===== src/rtl/oneshot_pkg.sv =====
package oneshot_pkg;

  // True when any of the first n bits is 0.
  function automatic logic any_low(input logic [31:0] v, input int n);
    logic r;
    r = 1'b0;
    for (int i = 0; i < 32; i++)
      if (i < n && !v[i]) r = 1'b1;
    return r;
  endfunction

  // True when all of the first n bits are 1.
  function automatic logic all_high(input logic [31:0] v, input int n);
    logic r;
    r = 1'b1;
    for (int i = 0; i < 32; i++)
      if (i < n && !v[i]) r = 1'b0;
    return r;
  endfunction

  // Saturating decrement toward zero.
  function automatic logic [31:0] step_down(input logic [31:0] v);
    return (v == 32'd0) ? 32'd0 : v - 32'd1;
  endfunction

endpackage


===== src/rtl/os_sync.sv =====
module os_sync #(
  parameter int          W   = 1,
  parameter logic [W-1:0] RST = '0
) (
  input  logic         clk,
  input  logic         rst_n,
  input  logic [W-1:0] d,
  output logic [W-1:0] q
);
  logic [W-1:0] stage1;
  logic [W-1:0] stage2;

  always_ff @(posedge clk or negedge rst_n) begin
    if (!rst_n) begin
      stage1 <= RST;
      stage2 <= RST;
    end else begin
      stage1 <= d;
      stage2 <= stage1;
    end
  end

  assign q = stage2;
endmodule


===== src/rtl/os_qualify.sv =====
module os_qualify #(
  parameter int           W   = 1,
  parameter int           CW  = 4,
  parameter logic [W-1:0] RST = '0
) (
  input  logic          clk,
  input  logic          rst_n,
  input  logic [W-1:0]  d,
  input  logic [CW-1:0] limit,
  output logic [W-1:0]  q
);
  for (genvar g = 0; g < W; g++) begin : g_bit
    logic [CW-1:0] run;
    logic          lvl;

    always_ff @(posedge clk or negedge rst_n) begin
      if (!rst_n) begin
        run <= '0;
        lvl <= RST[g];
      end else if (d[g] == lvl) begin
        run <= '0;
      end else if (run >= limit) begin
        lvl <= d[g];
        run <= '0;
      end else begin
        run <= run + CW'(1);
      end
    end

    assign q[g] = lvl;
  end
endmodule


===== src/rtl/os_timer.sv =====
module os_timer
  import oneshot_pkg::*;
#(
  parameter int CNT_W  = 16,
  parameter int LOCK_W = 4
) (
  input  logic              clk,
  input  logic              rst_n,
  input  logic              kill,
  input  logic              fire_req,
  input  logic [CNT_W-1:0]  width,
  input  logic [LOCK_W-1:0] lock_len,
  output logic              fire_ok,
  output logic [CNT_W-1:0]  count_q,
  output logic [LOCK_W-1:0] lock_q,
  output logic              busy
);
  logic [31:0] cnt_dec;
  logic [31:0] lock_dec;

  assign fire_ok  = fire_req && (lock_q == '0);
  assign cnt_dec  = step_down(32'(count_q));
  assign lock_dec = step_down(32'(lock_q));

  always_ff @(posedge clk or negedge rst_n) begin
    if (!rst_n) begin
      count_q <= '0;
      lock_q  <= '0;
    end else if (kill) begin
      count_q <= '0;
      lock_q  <= '0;
    end else if (fire_ok) begin
      count_q <= width;
      lock_q  <= lock_len;
    end else begin
      count_q <= cnt_dec[CNT_W-1:0];
      lock_q  <= lock_dec[LOCK_W-1:0];
    end
  end

  assign busy = (count_q != '0);
endmodule


===== src/rtl/retrig_oneshot.sv =====
module retrig_oneshot
  import oneshot_pkg::*;
#(
  parameter int N_LOW  = 2,
  parameter int N_HIGH = 2,
  parameter int CNT_W  = 16,
  parameter int QUAL_W = 4,
  parameter int LOCK_W = 4
) (
  input  logic              clk,
  input  logic              rst_n,
  input  logic [N_LOW-1:0]  trig_lo_n,
  input  logic [N_HIGH-1:0] trig_hi,
  input  logic              clr_n,
  input  logic [CNT_W-1:0]  width_cfg,
  input  logic [QUAL_W-1:0] qual_cfg,
  input  logic [LOCK_W-1:0] lock_cfg,
  output logic              pulse_q,
  output logic              pulse_qn
);
  localparam int NIN = N_LOW + N_HIGH + 1;
  localparam int CLR_IDX = NIN - 1;
  localparam logic [NIN-1:0] RST_VEC = {1'b1, {N_HIGH{1'b0}}, {N_LOW{1'b1}}};

  logic [NIN-1:0]    raw_vec;
  logic [NIN-1:0]    sync_vec;
  logic [NIN-1:0]    qual_vec;
  logic              clr_sync;
  logic              cond_now;
  logic              cond_d;
  logic              cond_rise;
  logic              fire_ok;
  logic [CNT_W-1:0]  count_q;
  logic [LOCK_W-1:0] lock_q;
  logic              busy;

  assign raw_vec = {clr_n, trig_hi, trig_lo_n};

  os_sync #(.W(NIN), .RST(RST_VEC)) u_sync (
    .clk(clk), .rst_n(rst_n), .d(raw_vec), .q(sync_vec)
  );

  os_qualify #(.W(NIN), .CW(QUAL_W), .RST(RST_VEC)) u_qual (
    .clk(clk), .rst_n(rst_n), .d(sync_vec), .limit(qual_cfg), .q(qual_vec)
  );

  assign clr_sync = sync_vec[CLR_IDX];

  assign cond_now = any_low(32'(qual_vec[N_LOW-1:0]), N_LOW)
                  && all_high(32'(qual_vec[N_LOW+N_HIGH-1:N_LOW]), N_HIGH)
                  && qual_vec[CLR_IDX];

  always_ff @(posedge clk or negedge rst_n) begin
    if (!rst_n) cond_d <= 1'b0;
    else        cond_d <= cond_now;
  end

  assign cond_rise = cond_now && !cond_d;

  os_timer #(.CNT_W(CNT_W), .LOCK_W(LOCK_W)) u_timer (
    .clk(clk), .rst_n(rst_n), .kill(!clr_sync), .fire_req(cond_rise),
    .width(width_cfg), .lock_len(lock_cfg), .fire_ok(fire_ok),
    .count_q(count_q), .lock_q(lock_q), .busy(busy)
  );

  assign pulse_q  = busy && clr_n;
  assign pulse_qn = !pulse_q;
endmodule


===== config.mk =====
export PLATFORM = sky130hd
export DESIGN_NAME = retrig_oneshot
export DESIGN_NICKNAME = d
export VERILOG_FILES = /design/src/rtl/oneshot_pkg.sv /design/src/rtl/os_sync.sv /design/src/rtl/os_qualify.sv /design/src/rtl/os_timer.sv /design/src/rtl/retrig_oneshot.sv
export SDC_FILE = /design/constraint.sdc
export NUM_CORES = 1
export LEC_CHECK = 0
export BUFFER_PORTS_ARGS = -buffer_cell sky130_fd_sc_hd__buf_2
export CORE_MARGIN = 1.5
export CORE_UTILIZATION = 54
export CTS_BUF_LIST = sky130_fd_sc_hd__clkbuf_8
export CTS_CLUSTER_DIAMETER = 60
export DETAILED_ROUTE_END_ITERATION = 10
export GPL_ROUTABILITY_DRIVEN = 1
export GPL_TIMING_DRIVEN = 0
export HOLD_SLACK_MARGIN = 0.12
export PLACE_DENSITY = 0.78
export SLEW_MARGIN = 20
export SYNTH_ARGS = -nofsm -noshare
export SYNTH_HDL_FRONTEND = slang
export SYNTH_SLANG_ARGS = --single-unit

===== constraint.sdc =====
create_clock -name clk -period 1.95 [get_ports clk]
set_clock_uncertainty 0.2 [all_clocks]
set_input_delay 0.0975 -clock clk [delete_from_list [all_inputs] [get_ports clk]]
set_output_delay 0.0975 -clock clk [all_outputs]
set_load 0.02 [all_outputs]

==> results of run 1 <==
## flip-flops by register name (all words and copies together), names as in the netlist
| name | cells |
|---|---|
| u_timer.count_q | 16 |
| u_sync.q | 5 |
| cond_d | 1 |
| u_timer.lock_q | 4 |
| u_qual.g_bit.run | 20 |
| u_qual.g_bit.lvl | 5 |
| u_sync.stage1 | 5 |
## worst paths after layout
check,endpoint,cells past startpoint,start
worst min register to register,u_sync.q[2]$_DFF_PN0_,0,u_sync.stage1[2]$_DFF_PN0_
worst min-delay path,u_sync.q[2]$_DFF_PN0_,0,u_sync.stage1[2]$_DFF_PN0_
worst max-delay path,pulse_q,6,u_timer.count_q[4]$_DFF_PN0_
worst max register to register,u_timer.count_q[10]$_DFF_PN0_,7,u_timer.count_q[4]$_DFF_PN0_
max in group asynchronous,u_sync.stage1[2]$_DFF_PN0_,2,rst_n
min in group asynchronous,u_timer.count_q[3]$_DFF_PN0_,2,rst_n
## per-stage QoR
step                power, W  setup slack [ps]
floorplan            0.00316              4.36
global placement     0.00348              -156
detailed placement   0.00356              -168
CTS                  0.00451              -271
global route         0.00509              -326
finish               0.00470              -265
## report_power, final
part	internal, W	total (W)	switching (W)	leakage (nW)
clock network	0.000320	0.000678	0.000358	0.0557
logic	0.00110	0.00219	0.00110	1.01
registers	0.00152	0.00183	0.000314	0.716
## cells in the final DEF, fill, tap and decap left out, types with 6 or more instances in the layout
master and instances:
buf_4 15, inv_1 30, clkbuf_8 7, buf_2 29
dlygate4sd3_1 26, xnor2_1 10, nand2_1 7, ha_1 26
nand3_1 9, dfrtp_1 47, o21ai_0 6, dfstp_2 9
xor2_1 17, o2bb2ai_1 13, nor2_1 28
## cells by family after synthesis
kind of cell	after synthesis	share of synthesized area, %
multiplexers	6	2.31
AO/OA/AOI/OAI	44	10.6
AND/OR/NAND/NOR	72	13.7
adder cells (fa/ha/maj)	26	11.3
buffers and inverters	33	4.62
XOR/XNOR	27	8.24
flip-flops	56	49.2
## per-layer routing
metal	vias to the layer above	routed length, um
li1	1059	-
met1	1026	2440
met3	6	165
met2	43	2780
met5	-	0
met4	0	53
## what timing repair did
item                       in CTS  in global routing
setup endpoints to repair      15                 36
hold buffers                   26                  0
cloned                          1                  0
resized for setup              11                 13
pin swaps                       5                  6
hold endpoints to repair       81                  0
buffers inserted                7                  8
## cell type report
class                           instances  area [sq um]  area share (%)
Buffer                                  3          22.5           0.613
Clock buffer                            7          96.3            2.62
Clock inverter                          1          3.75           0.102
Inverter                               30           113            3.07
Multi-Input combinational cell        175          1380            37.6
Sequential cell                        56          1410            38.5
Tap cell                               70          87.6            2.39
Timing Repair Buffer                   73           556            15.1
==> out/results.ini, run 1 <==
[layout]
fin_cells=415
final_util_pct=71.9
stdcell_area_sq_um=3670
syn_to_final_growth_pct=27.9
layout.nets=401
drive_gt1_share_pct=24.6
antenna_cells=0
fillers=349

[run_status]
status=finished with violations
violations=negative setup slack

[clock_network]
cts_sinks=56
numCtsBuffers=5
cts_tree=yes
cts-htree-levels=2
cts_buffer_depth=2
cts_root_buf=clkbuf_8
clock_latency_ps=310
clkSlewWorstSetupHoldPaths_ps=90

[detailed_routing]
vias=2134
wire_per_inst_um=13.1
avgViaCountPerCell=5.14
drt_iter0_drc=68
firstDrtPassIters=4
postRouteAntennaNets=0
routed_wl_um=5430
drc=0

[floorplanning]
die_w_um=75.9
pin_count=33
core_area_sq_um=5110
initial_core_util_pct=56.2
fp.dieH_um=75.9
rows=26
dieArea_sq_um=5760

[logic_synthesis]
async_flop_share_pct=100
synthesis.nets=321
mappedNetlistArea_sq_um=2870
synth_seq_cells=56
yosysWarnings=0
synth_edf_count=0
synthFlopType=dfrtp_1
synth_cell_types=40
synth_area_leaders=dfrtp_1 41%, ha_1 11%, dfstp_2 8.2%
seq_area_frac_synth_pct=49.2
synth_most_common_cell=dfrtp_1
yosys.area.top_type_share_pct=41.0
syn_area_per_cell_sq_um=10.9
synthCells=264
ys_top_cells_by_count=47 x dfrtp_1, 30 x inv_1, 28 x nor2_1
yosys.area.top_type=dfrtp_1

[setup_path]
critPathKind=register to output pin
startpoint_type=register
slowest_stage=or4_4
critPathMaxStageDelay_ps=570
rrSetupSlack_ps=-210
crit_required_ps=1650
crit_family=simple AND/OR/NAND/NOR gates
crit_buf_inv=2
cp_cell_sequence=or4_4 > nor3_4 > nand4_4 > nand2_4 > inv_2 > buf_6
crit_fanout=2
worstPathArrival_ps=1920
cp-end-kind=output pin

[placement]
dpl_cell_area_sq_um=3120
gp_congestion=0.763
dp_hpwl_um=3480
numPortBuffers=32
placedCellCount=366

[global_route]
grt_pass1_wl_um=9690
grt_pass1_vias=2176
grt-busiest-layer=met2
gr-usage-all-layers_pct=20.9
use_met1_pct=26.7
grtUsageMet3_pct=4.22
antenna_found_initial=0
grtUsageMet2_pct=35.6
grt_max_degree=57
grt_overflow_total=0

[sta]
fmax_mhz=451
setup_viol=18
slew_violations=0
slew_headroom_pct=54.5
timing.hold.ws_ps=157
setup_slack_ps=-265
min_period_over_period_pct=114
rsz0062_at_grt=yes
finalHoldViolations=0
final.setup.tns_ps=-3200
period_minus_slack_ps=2220
worstMarginPinSlew_ps=683

[power]
leakage_nw=1.78
p_per_area_nw_per_um2=1280
max-vdd-ir-drop_uv=815

[min_path]
hold_class=register to register

[job]
drv_cap=0

Note: power is estimated with default switching activity, not from simulation.
==> run 2, diff against run 1 <==
--- a/config.mk
+++ b/config.mk
@@ -7,7 +7,7 @@
 export LEC_CHECK = 0
 export BUFFER_PORTS_ARGS = -buffer_cell sky130_fd_sc_hd__buf_2
 export CORE_MARGIN = 1.5
-export CORE_UTILIZATION = 54
+export CORE_UTILIZATION = 55
 export CTS_BUF_LIST = sky130_fd_sc_hd__clkbuf_8
 export CTS_CLUSTER_DIAMETER = 60
 export DETAILED_ROUTE_END_ITERATION = 10
@@ -18,4 +18,5 @@
 export SLEW_MARGIN = 20
 export SYNTH_ARGS = -nofsm -noshare
 export SYNTH_HDL_FRONTEND = slang
+export SYNTH_HIERARCHICAL = 1
 export SYNTH_SLANG_ARGS = --single-unit
==> run 2 against run 1 <==
Net effect: the run still ends with negative setup slack left; fmax increased by 8.5%; die area increased by 4.9%; sequential share of layout area decreased by 3.0 points; core utilization increased by 1.6 points; critical path depth unchanged; count of clock-buffer cells in the layout decreased by 2; synthesized area increased by 7.0%; setup slack improved by 170 ps; clock power decreased by 4.4%; final area increased by 8.9%; first-iteration DRC count increased by 100%; largest cell class is now multi-input gates.
==> out/results.ini, run 2 <==
[global_route]
grt_overflow_total=0
grt_pass1_wl_um=10900
antenna_found_initial=0
grt_max_degree=57
gr-usage-all-layers_pct=23.1
grt_pass1_vias=2367

[sta]
fmax_mhz=490
slew_headroom_pct=52.8
slew_violations=0
min_period_over_period_pct=105
rsz0062_at_grt=yes
worstMarginPinSlew_ps=708
period_minus_slack_ps=2040
setup_slack_ps=-92.0
setup_viol=9
timing.hold.ws_ps=157
finalHoldViolations=0
final.setup.tns_ps=-400

[logic_synthesis]
seq_area_frac_synth_pct=46.0
yosys.area.top_type=dfrtp_1
synth-compound-area-share_pct=11.6
synth_simple_gate_area_share_pct=17.7
synth_edf_count=0
syn_area_per_cell_sq_um=10.9
synth_area_leaders=dfrtp_1 38%, ha_1 11%, dfstp_2 7.7%
yosys.area_share.adder_pct=10.6
synth_most_common_cell=dfrtp_1
synthCells=283
yosysWarnings=6
ys_top_cells_by_count=47 x dfrtp_1, 38 x nor2_1, 26 x ha_1
synthFlopType=dfrtp_1
synth_top_family_by_area=simple AND/OR/NAND/NOR gates
async_flop_share_pct=100
mappedNetlistArea_sq_um=3070
synth.area.mux_share_pct=2.44
yosys.area.top_type_share_pct=38.3
synth_seq_cells=56
synth_xor_area_share_pct=7.70
synth_cell_types=36
synthesis.nets=340

[clock_network]
cts_tree=yes
clkSlewWorstSetupHoldPaths_ps=110
numCtsBuffers=5
cts_sinks=56
cts_root_buf=clkbuf_8
clock_latency_ps=310
cts-htree-levels=2
cts_buffer_depth=2

[layout]
largest_reg_flops=20
antenna_cells=0
layout.nets=426
drive_gt1_share_pct=34.1
fin_cells=442
reg.largest.list=u_qual/g_bit.run x20, u_timer/count_q x16
mostFrequentLayoutCell=dfrtp_1
syn_to_final_growth_pct=30.1
layout_common_cells=44 x dfrtp_1, 37 x nor2_1, 29 x buf_2
largest-register=u_qual/g_bit.run

[floorplanning]
pin_count=33
initial_core_util_pct=56.5
dieArea_sq_um=6040
die_w_um=77.7
fp.dieH_um=77.7
core_area_sq_um=5440
rows=27

[setup_path]
reg2reg_to=u_timer/count_q[5]$_DFF_PN0_
crit_required_ps=1650
r2r_cells=6
crit_fanout=4
critPathKind=register to output pin
startpoint_type=register
rrSetupSlack_ps=-60
cp-end-kind=output pin
cp-startpoint=u_timer/count_q[7]$_DFF_PN0_
reg2reg_from=u_timer/count_q[3]$_DFF_PN0_
worstPathArrival_ps=1740

[placement]
dp_hpwl_um=3860
gp_congestion=0.809
numPortBuffers=32
place_ws_ps=-325
placedCellCount=387

[min_path]
hold_class=primary input to asynchronous set/reset pin

[run_status]
violations=negative setup slack
status=finished with violations

[detailed_routing]
wire_per_inst_um=15.9
avgViaCountPerCell=5.32
vias=2352
drc=0
drt_iter0_drc=138
firstDrtPassIters=4
postRouteAntennaNets=0
routed_wl_um=7050

[power]
leakage_nw=1.90
finalPower_w=0.00546
max-vdd-ir-drop_uv=883
p_per_area_nw_per_um2=1370

[job]
drv_cap=0

run 2: cell type report:
| class | instances | area, sq um |
|---|---|---|
| Clock buffer | 5 | 68.8 |
| Fill cell | 351 | 1440 |
| Buffer | 6 | 48.8 |
| Sequential cell | 56 | 1420 |
| Inverter | 18 | 67.6 |
| Clock inverter | 3 | 21.3 |
| Tap cell | 72 | 90.1 |
| Multi-Input combinational cell | 201 | 1640 |
| Timing Repair Buffer | 81 | 642 |
run 2: timing repair:
action,CTS,global route
hold buffers,26,0
endpoints found under the setup margin,28,41
pin swaps,6,12
buffers inserted,11,10
hold endpoints to repair,81,0
resized for setup,24,20
cloned,1,1
run 2: cells by family after synthesis:
kind of cell | Yosys count
and+or+nand+nor | 100
DFF | 56
AOI/OAI and AO/OA | 43
xor gates and xnor gates | 27
buffers and inverters | 26
adders and majority gates | 26
muxes | 5
run 2: worst max path at each step:
| stage | depth (start not counted) | endpoint | slack (ps) |
|---|---|---|---|
| after global routing | 7 | pulse_q | -150 |
| after global placement | 8 | u_timer/count_q[3]$_DFF_PN0_ | -260 |
| final | 6 | pulse_q | -90 |
| after CTS | 6 | pulse_q | -50 |
| after detailed placement | 8 | u_timer/count_q[2]$_DFF_PN0_ | -330 |
| after floorplan | 8 | u_timer/count_q[9]$_DFF_PN0_ | 80 |
run 2: power breakdown:
group          switching [W]  leakage (nW)  internal [W]
clock network       0.000392        0.0445      0.000256
logic                0.00142          1.15       0.00151
registers           0.000366         0.712       0.00152
run 2: per-layer routing:
metal  GRT usage [%]  vias to the layer above  part of all wire [%]
met4            9.45                        0                   2.9
met3            4.47                       20                   4.1
met1            29.1                     1134                    43
met5               0                        -                     0
li1                -                     1123                     -
met2            38.7                       75                    50
run 2: worst max-delay path, stage by stage, from the launching register on:
cell	delay [ps]
dfrtp_2	460
nor4_4	370
buf_4	210
nand4b_4	120
nand2_4	110
inv_2	40
buf_6	120
run 2: stage by stage:
| stage | util, % | area, sq um |
|---|---|---|
| final | 73.5 | 4000 |
| after global routing | 73.5 | 4000 |
| after CTS | 70.8 | 3850 |
| after detailed placement | 61.2 | 3330 |
| after global placement | 61.2 | 3330 |
| after floorplan | - | 3080 |
==> run 3, diff against run 2 <==
--- a/config.mk
+++ b/config.mk
@@ -5,18 +5,17 @@
 export SDC_FILE = /design/constraint.sdc
 export NUM_CORES = 1
 export LEC_CHECK = 0
-export BUFFER_PORTS_ARGS = -buffer_cell sky130_fd_sc_hd__buf_2
 export CORE_MARGIN = 1.5
-export CORE_UTILIZATION = 55
+export CORE_UTILIZATION = 56
 export CTS_BUF_LIST = sky130_fd_sc_hd__clkbuf_8
 export CTS_CLUSTER_DIAMETER = 60
 export DETAILED_ROUTE_END_ITERATION = 10
+export DONT_BUFFER_PORTS = 1
 export GPL_ROUTABILITY_DRIVEN = 1
 export GPL_TIMING_DRIVEN = 0
 export HOLD_SLACK_MARGIN = 0.12
-export PLACE_DENSITY = 0.78
+export PLACE_DENSITY = 0.74
 export SLEW_MARGIN = 20
 export SYNTH_ARGS = -nofsm -noshare
 export SYNTH_HDL_FRONTEND = slang
-export SYNTH_HIERARCHICAL = 1
 export SYNTH_SLANG_ARGS = --single-unit
==> run 3 against run 2 <==
Net effect: the run still ends with negative setup slack left; cell count down 14%; sequential power down 3%; worst hold slack worse by 13 ps; via count is 12% lower; core utilization grew 1.3 points; non-clock buffer count down 41; first-iteration DRC count down 34%; total power is 11% lower; setup slack worse by 150 ps; largest cell class unchanged.
==> out/results.ini, run 3 (synthesis gave the netlist of run 1 again) <==
[sta]
setup_viol=18
rsz0062_at_grt=yes
slew_violations=0
worstMarginPinSlew_ps=441
fmax_mhz=455
min_period_over_period_pct=113
period_minus_slack_ps=2200
finalHoldViolations=0
setup_slack_ps=-247
slew_headroom_pct=70.4
final.setup.tns_ps=-3580

[layout]
reg.largest.list=u_qual.g_bit.run x20, u_timer.count_q x16
largest_reg_flops=20
fin_cells=382
layout.nets=371
drive_gt1_share_pct=19.4
layout_common_cells=47 x dfrtp_1, 31 x inv_1, 28 x nor2_1, 28 x dlygate4sd3_1, 26 x ha_1
antenna_cells=0
syn_to_final_growth_pct=25.5
largest-register=u_qual.g_bit.run
mostFrequentLayoutCell=dfrtp_1

[detailed_routing]
vias=2064
routed_wl_um=5680
drt_iter0_drc=91
wire_per_inst_um=14.9
avgViaCountPerCell=5.40
firstDrtPassIters=4
drc=0
postRouteAntennaNets=0

[run_status]
violations=negative setup slack
status=finished with violations

[power]
finalPower_w=0.00484
p_sw_w=0.00184
leakage_nw=1.69
power_frac_comb_pct=46.8
pwr-share-seq_pct=37.9
power.internal_w=0.00299
max-vdd-ir-drop_uv=1050
clkPwrFrac_pct=15.3
p_per_area_nw_per_um2=1340
p_sw_share_pct=38.1

[global_route]
gr-usage-all-layers_pct=20.3
antenna_found_initial=0
grt_max_degree=57
grt_overflow_total=0
grt_pass1_wl_um=8450
grt_pass1_vias=1916

[clock_network]
clkSlewWorstSetupHoldPaths_ps=90
numCtsBuffers=5
clock_latency_ps=300
cts_sinks=56
cts_tree=yes
cts_buffer_depth=2
cts-htree-levels=2
cts_root_buf=clkbuf_8

[setup_path]
cp-end-kind=output pin
crit_required_ps=1650
worstPathArrival_ps=1900
critPathKind=register to output pin
startpoint_type=register
crit_fanout=2

[placement]
place_ws_ps=-174
placedCellCount=331
dp_hpwl_um=3320
numPortBuffers=0
gp_congestion=0.728

[floorplanning]
core_area_sq_um=4820
rows=25
fp.dieH_um=74.6
dieArea_sq_um=5570
die_w_um=74.6
initial_core_util_pct=59.6
pin_count=33

[min_path]
hold_class=primary input to register

[job]
drv_cap=0

-- run 3: worst paths after layout --
kind                                         startpoint                               end  slack [ps]  cells past startpoint
setup / recovery           u_timer.count_q[4]$_DFF_PN0_                           pulse_q        -250                      5
hold / removal                             trig_lo_n[0]        u_sync.stage1[0]$_DFF_PN1_         140                      1
setup reg to reg           u_timer.count_q[4]$_DFF_PN0_      u_timer.count_q[9]$_DFF_PN0_        -230                      7
hold reg to reg              u_sync.stage1[0]$_DFF_PN1_             u_sync.q[0]$_DFF_PN1_         160                      0
max in group asynchronous                         rst_n   u_qual.g_bit[4].lvl$_DFFE_PN1P_         620                      3
min in group asynchronous                         rst_n  u_qual.g_bit[1].run[0]$_DFF_PN0_         650                      3
-- run 3: cell type report --
cell class | count | area [sq um]
repair buffers | 44 | 435
inverters | 30 | 115
flip-flops and latches | 56 | 1410
clock inverters | 3 | 37.5
fillers | 351 | 1210
plain buffers | 2 | 18.8
clock buffers | 5 | 68.8
multi-input cells | 175 | 1430
well taps | 67 | 83.8
-- run 3: routing by layer --
metal | global-route usage, % | vias up | wire length [um]
li1 | - | 1003 | -
met1 | 26.2 | 994 | 2460
met2 | 34.4 | 51 | 2910
met3 | 4.34 | 16 | 200
met4 | 6.67 | 0 | 112
met5 | 0 | - | 0
-- run 3: power groups by stage --
stage / registers (W) / logic [W] / clock network (W)
after global routing: 0.00187 / 0.00250 / 0.000803
after floorplan: 0.00178 / 0.00138 / 0
final: 0.00183 / 0.00226 / 0.000741
after CTS: 0.00183 / 0.00183 / 0.000760
after detailed placement: 0.00186 / 0.00163 / 0
after global placement: 0.00184 / 0.00159 / 0
-- run 3: critical path, stage by stage, from the launching register on --
cell	delay (ps)
dfrtp_1	420
or4_4	570
nor3_4	250
nand4_4	140
nand2_4	150
inv_4	60
-- run 3: stage by stage --
| stage | cell area (sq um) | hold WS [ps] | utilization [%] |
|---|---|---|---|
| after CTS | 3410 | -436 | 70.8 |
| after global routing | 3600 | 131 | 74.8 |
| after global placement | 2960 | -397 | 61.4 |
| after detailed placement | 2960 | -397 | 61.4 |
| final | 3600 | 145 | 74.8 |
| after floorplan | 2870 | -398 | - |
-- run 3: repair_timing --
item / in CTS / in global routing
hold endpoints to repair: 82 / 2
gates cloned: 0 / 1
setup buffers: 4 / 11
endpoints found under the setup margin: 17 / 28
hold buffers: 28 / 1
pin swaps: 4 / 9
gates resized for setup: 6 / 23
